--- src/rtl/ingress_meter.sv ---
module ingress_meter #(
  parameter int LEN_W  = 16,
  parameter int OFS_W  = 8,
  parameter int DATA_W = 32,
  parameter int BKT_W  = 40,
  parameter int CNT_W  = 16
) (
  input  logic              clk,
  input  logic              rst_n,
  input  logic              cfg_we,
  input  logic [1:0]        cfg_addr,
  input  logic [DATA_W-1:0] cfg_wdata,
  input  logic              tick,
  input  logic              pkt_valid,
  input  logic [LEN_W-1:0]  pkt_len,
  input  logic [OFS_W-1:0]  pkt_ofs,
  input  logic [1:0]        pkt_color,
  output logic              res_valid,
  output logic [1:0]        res_color,
  output logic [1:0]        res_action
);
  localparam int SW = BKT_W + 1;

  function automatic logic [BKT_W-1:0] fp_val(input logic [7:0] m, input logic [4:0] e);
    return (e >= 5'd24) ? '0 : (BKT_W'({1'b1, m}) << e);
  endfunction

  logic [7:0] c_rm, c_dm, p_rm, p_dm;
  logic [4:0] c_re, c_de, p_re, p_de, adj_e;
  logic [8:0] adj_m;
  logic       lmode;
  logic [3:0] rdiv;
  logic [1:0] icol, act_g, act_y, act_r;

  always_ff @(posedge clk or negedge rst_n)
    if (!rst_n) begin
      c_rm <= '0; c_re <= 5'd24; c_dm <= '0; c_de <= 5'd24;
      p_rm <= '0; p_re <= 5'd24; p_dm <= '0; p_de <= 5'd24;
      adj_m <= 9'd256; adj_e <= '0; lmode <= 1'b0;
      rdiv <= '0; icol <= 2'd3; act_g <= 2'd0; act_y <= 2'd0; act_r <= 2'd1;
    end else if (cfg_we) begin
      case (cfg_addr)
        2'd0: {c_de, c_dm, c_re, c_rm} <= {cfg_wdata[28:24], cfg_wdata[23:16], cfg_wdata[12:8], cfg_wdata[7:0]};
        2'd1: {p_de, p_dm, p_re, p_rm} <= {cfg_wdata[28:24], cfg_wdata[23:16], cfg_wdata[12:8], cfg_wdata[7:0]};
        2'd2: {lmode, adj_e, adj_m} <= {cfg_wdata[24], cfg_wdata[20:16], cfg_wdata[8:0]};
        default: {act_r, act_y, act_g, icol, rdiv} <=
                 {cfg_wdata[21:16], cfg_wdata[9:8], cfg_wdata[3:0]};
      endcase
    end

  wire [BKT_W-1:0] c_rate = fp_val(c_rm, c_re);
  wire [BKT_W-1:0] c_cap  = fp_val(c_dm, c_de);
  wire [BKT_W-1:0] p_rate = fp_val(p_rm, p_re);
  wire [BKT_W-1:0] p_cap  = fp_val(p_dm, p_de);

  logic [CNT_W-1:0] tick_cnt;
  logic             reload;
  wire refill = tick && (tick_cnt == (CNT_W'(1) << rdiv) - CNT_W'(1));

  always_ff @(posedge clk or negedge rst_n)
    if (!rst_n) begin
      tick_cnt <= '0;
      reload   <= 1'b1;
    end else begin
      reload <= cfg_we;
      if (cfg_we)    tick_cnt <= '0;
      else if (tick) tick_cnt <= refill ? '0 : tick_cnt + CNT_W'(1);
    end

  wire [LEN_W-1:0] net_len = (pkt_len > LEN_W'(pkt_ofs)) ? pkt_len - LEN_W'(pkt_ofs) : '0;
  wire signed [9:0]    adj_d    = $signed({1'b0, adj_m}) - 10'sd256;
  wire signed [SW-1:0] len_part = lmode ? '0 : $signed(SW'(net_len) << 8);
  wire signed [SW-1:0] adj_part = (adj_e >= 5'd24) ? '0 : (SW'(adj_d) <<< adj_e);
  wire signed [SW-1:0] cost_raw = len_part + adj_part;
  wire [BKT_W-1:0]     cost     = (cost_raw > 0) ? BKT_W'(cost_raw) : BKT_W'(1);

  logic [BKT_W-1:0] c_bkt, p_bkt;
  wire [1:0] in_col = (icol == 2'd3) ? 2'd0 : pkt_color;
  wire take_g = (in_col != 2'd2) && (in_col != 2'd1) && (c_bkt >= cost);
  wire take_y = !take_g && (in_col != 2'd2) && (p_bkt >= cost);
  wire [1:0] col = take_g ? 2'd0 : take_y ? 2'd1 : 2'd2;

  wire [BKT_W-1:0] c_sum = c_bkt - ((pkt_valid && take_g) ? cost : '0) + (refill ? c_rate : '0);
  wire [BKT_W-1:0] p_sum = p_bkt - ((pkt_valid && take_y) ? cost : '0) + (refill ? p_rate : '0);

  always_ff @(posedge clk or negedge rst_n)
    if (!rst_n) begin
      c_bkt <= '0;
      p_bkt <= '0;
    end else if (reload) begin
      c_bkt <= c_cap;
      p_bkt <= p_cap;
    end else begin
      c_bkt <= (c_sum > c_cap) ? c_cap : c_sum;
      p_bkt <= (p_sum > p_cap) ? p_cap : p_sum;
    end

  always_ff @(posedge clk or negedge rst_n)
    if (!rst_n) begin
      res_valid  <= 1'b0;
      res_color  <= 2'd0;
      res_action <= 2'd0;
    end else begin
      res_valid <= pkt_valid;
      res_color <= col;
      case (col)
        2'd0:    res_action <= act_g;
        2'd1:    res_action <= act_y;
        default: res_action <= act_r;
      endcase
    end

  a_r12_latency: assert property (@(posedge clk) disable iff (!rst_n)
    pkt_valid |=> res_valid);
  a_r12_no_spurious: assert property (@(posedge clk) disable iff (!rst_n)
    !pkt_valid |=> !res_valid);
  a_r4_cap: assert property (@(posedge clk) disable iff (!rst_n)
    !reload |-> (c_bkt <= c_cap) && (p_bkt <= p_cap));
  a_r3_no_gain_between_refills: assert property (@(posedge clk) disable iff (!rst_n)
    (!refill && !reload) |=> (c_bkt <= $past(c_bkt)) && (p_bkt <= $past(p_bkt)));
  a_r8_red_no_debit: assert property (@(posedge clk) disable iff (!rst_n)
    (pkt_valid && !reload && (col == 2'd2)) |=> (c_bkt >= $past(c_bkt)) && (p_bkt >= $past(p_bkt)));
  a_r9_red_stays_red: assert property (@(posedge clk) disable iff (!rst_n)
    (pkt_valid && (icol != 2'd3) && (pkt_color == 2'd2)) |=> (res_color == 2'd2));
endmodule

--- config.mk ---
export PLATFORM = sky130hd
export DESIGN_NAME = ingress_meter
export DESIGN_NICKNAME = d
export VERILOG_FILES = /design/src/rtl/ingress_meter.sv
export SDC_FILE = /design/constraint.sdc
export NUM_CORES = 1
export LEC_CHECK = 0
export CAP_MARGIN = 40
export CORE_AREA = 4 4 398 204
export DETAILED_ROUTE_END_ITERATION = 16
export DIE_AREA = 0 0 402 208
export DONT_BUFFER_PORTS = 1
export GPL_ROUTABILITY_DRIVEN = 0
export PLACE_DENSITY_LB_ADDON = 0.1
export SLEW_MARGIN = 30
export SYNTH_ARGS = -nofsm -noshare
export SYNTH_HDL_FRONTEND = slang
export SYNTH_SLANG_ARGS = --single-unit
--- constraint.sdc ---
create_clock -name clk -period 16.35 [get_ports clk]
set_input_delay 0.8175 -clock clk [delete_from_list [all_inputs] [get_ports clk]]
set_output_delay 0.8175 -clock clk [all_outputs]
set_load 0.02 [all_outputs]
==> flow_summary.yaml <==
clock_network:
  ctsLongestPathBuffers: 2
  cts_setup_buffers: 0
  clock_sinks: 181
  clk_latency_ns: 0.52
  clk_pin_slew_ns: 0.08
  cts-root-buf: "clkbuf_16"
  numCtsBuffers: 17
  cts_tree: "yes"
  cts_max_level: 4
timing:
  fin_setup_tns_ns: 0
  timing.final.ws_setup_ns: 1.65
  fin_worst_skew_ns: 0.0201
  period_needed_ns: 14.70
  rsz0062_at_grt: "no"
  relSlewSlack_pct: 40.2
  tightest_slew_ns: 0.891
  fmax_ghz: 0.0680
  finalHoldViolCount: 0
  timing.final.crit_share_pct: 89.9
  setup_viol: 0
  slew_viol_final: 0
worst_setup_path:
  cp_max_fo: 23
  cpPeakStageDelay_ns: 0.72
  ff2ff_setup_slack_ns: 2.13
  critPathRequiredTime_ns: 16.75
  arrival_ns: 15.10
  r2r_start: "adj_e[1]"
  cp-end-kind: "register"
  cpMostUsedCell: "o21ai_0"
  path_class: "in2reg"
  cp-start-kind: "primary input"
  r2r_cells: 47
  crit_slowest_cell: "a21boi_1"
  r2r-end: "p_bkt[3]"
route:
  top_layer: "met5"
  drtAntennaViolNets: 0
  drc_errors: 0
  wl_met2_um: 30700
  wl_met1_um: 52800
  routed_via_density: 5.32
  routed_wirelength_um: 91900
  wl_met3_um: 7310
  first_pass_iters: 6
  drtIter0Drc: 2294
  wl_per_cell_um: 23.4
  vias: 20893
outcome:
  status: "finished, final reports clean"
die:
  design.die.area_um2: 83600
  start_util_pct: 29.5
  die_h_um: 208
  core_um2: 78200
  die_width_um: 402
  io_pins: 70
  num_rows: 73
cells_and_area:
  fillers: 8342
  final_common_cell: "inv_1"
  finalNetCount: 3274
  syn_to_final_growth_pct: 8.83
  layout_common_cells: "inv_1, ha_1, nand2_1"
  drive_gt1_share_pct: 8.83
yosys:
  netlist_instances: 2862
  ys_seq_elements: 181
  synth_edf_count: 0
  synth_warnings: 0
  synth_sequential_area_ratio_pct: 19.7
  ys.flop_type: "dfrtp_1"
  ys_types: 90
  syn_area_um2: 23100
  synth-async-reset-ratio_pct: 100
  postSynthAreaPerCell_um2: 8.06
power_and_ir_drop:
  clkPwrFrac_pct: 8.1
  p_comb_share_pct: 77.2
  p_sw_share_pct: 55.4
  leakage_nw: 11.6
  intPower_mw: 2.49
  switchingPower_mw: 3.09
  p_seq_share_pct: 14.7
  ir_drop_uv: 105
  power_density_nw_per_um2: 223
place:
  hpwl_um: 75700
  place.port_buffers: 0
  dp_slack_ns: 1.26
global_routing:
  grt_pass1_wl_um: 135000
  overflow: 0
  grt_pass1_vias: 19414
  grt_usage_pct: 21.8
  antenna_found_initial: 8
  grt_max_degree: 144
job:
  drv_cap: 0
min_path:
  hold_class: "in2async"
worst max-delay path, delay by kind of cell:
family / cells / cell delay (ns)
compound gates: 26 / 6.63
simple gates: 15 / 3.71
mux: 1 / 0.38
buf+inv: 4 / 0.59
xor+xnor: 1 / 0.19
fa+ha+maj: 8 / 2.77
registers in the layout, summed over array words and instances (netlist names), 8 cells and up:
name	count
p_bkt	40
tick_cnt	16
adj_m	9
p_rm	8
c_dm	8
c_bkt	40
p_dm	8
c_rm	8
layout make-up:
class                   instances  area, um^2  share of cell area [%]
clock inverters                14         159                   0.633
clock buffers                  18         439                    1.75
flip-flops and latches        181        4550                    18.1
well taps                    1050        1310                    5.23
repair buffers                 38         338                    1.35
diodes                          3        7.51                  0.0299
multi-input cells            2273       17000                    67.7
inverters                     351        1320                    5.25
Yosys cell counts, drive strengths merged, types with 6 or more instances:
cell type	n	area, um^2
nor2	250	957
nand3	69	345
and2	17	106
nor3b	9	67.6
o2111ai	6	52.6
o31ai	10	75.1
mux2	130	1460
clkbuf	81	304
a22oi	13	97.6
a21boi	11	82.6
inv	348	1310
or4	8	60.1
nand2	253	952
xor2	47	412
o21bai	13	97.6
or2	10	62.6
a211oi	29	218
a211o	8	70.1
buf	20	124
xnor2	63	552
nor3	55	285
o41ai	7	61.3
and3	40	255
nand4	33	206
nand2b	68	425
o211ai	14	105
mux2i	76	761
nand3b	10	87.6
nor2b	55	344
or3	19	119
a21oi	155	776
nor4	10	77.6
o22ai	30	188
ha	267	3340
dfstp	13	342
a31oi	22	138
o21a	34	255
fa	80	1600
dfrtp	168	4200
o21ai	160	801
a21o	69	518
logic make-up (layout without fill, tap and decap cells):
group	after synthesis	in the layout	share of synthesized area, %
simple gates	919	919	19.4
other cells	2	49	0.0326
mux	208	208	9.84
buf+inv	452	421	7.57
xor+xnor	110	110	4.18
fa+ha+maj	347	347	21.4
flops	181	181	19.7
compound gates	643	643	17.9
through the flow:
| step | instances | area, um^2 | total power [mW] | hold WS (ns) | util, % |
|---|---|---|---|---|---|
| 5_1_grt | 3925 | 25100 | 6.11 | 0.108 | 32.1 |
| 4_1_cts | 3920 | 25000 | 5.51 | 0.0980 | 32.0 |
| 2_1_floorplan | 2906 | 23200 | 3.68 | 0.444 | - |
| 3_5_place_dp | 3886 | 24400 | 5.00 | 0.477 | 31.2 |
| 3_3_place_gp | 3884 | 24400 | 4.94 | 0.463 | 31.2 |
| 6_report | 3928 | 25100 | 5.59 | 0.140 | 32.1 |
power by group through the flow:
stage	Clock [mW]	Sequential, mW	Combinational [mW]
floorplan	0	0.645	3.04
detailed placement	0	0.817	4.18
global route	0.484	0.828	4.80
finish	0.453	0.820	4.31
CTS	0.469	0.811	4.23
global placement	0	0.819	4.12
routing by layer:
metal,vias to the layer above,global-route usage [%]
met5,-,0
met4,2,3.84
met3,62,4.10
met2,731,25.3
met1,10189,38.5
li1,9909,-
worst max-delay path by stage:
stage                from   endpoint  depth (start not counted)
3_5_place_dp   pkt_len[0]  p_bkt[12]                         55
3_3_place_gp   pkt_len[0]  p_bkt[12]                         53
4_1_cts        pkt_len[0]  p_bkt[12]                         53
5_1_grt        pkt_len[0]   p_bkt[3]                         55
6_report       pkt_len[0]   p_bkt[3]                         55
2_1_floorplan  pkt_len[0]   c_bkt[0]                         58
repair_timing:
action | in CTS | in global routing
setup endpoints to repair | 0 | 0
hold buffers | 2 | 0
endpoints found under the hold margin | 143 | 0
resized for setup | 0 | 0
No activity file was read; power rests on OpenSTA's default activity.
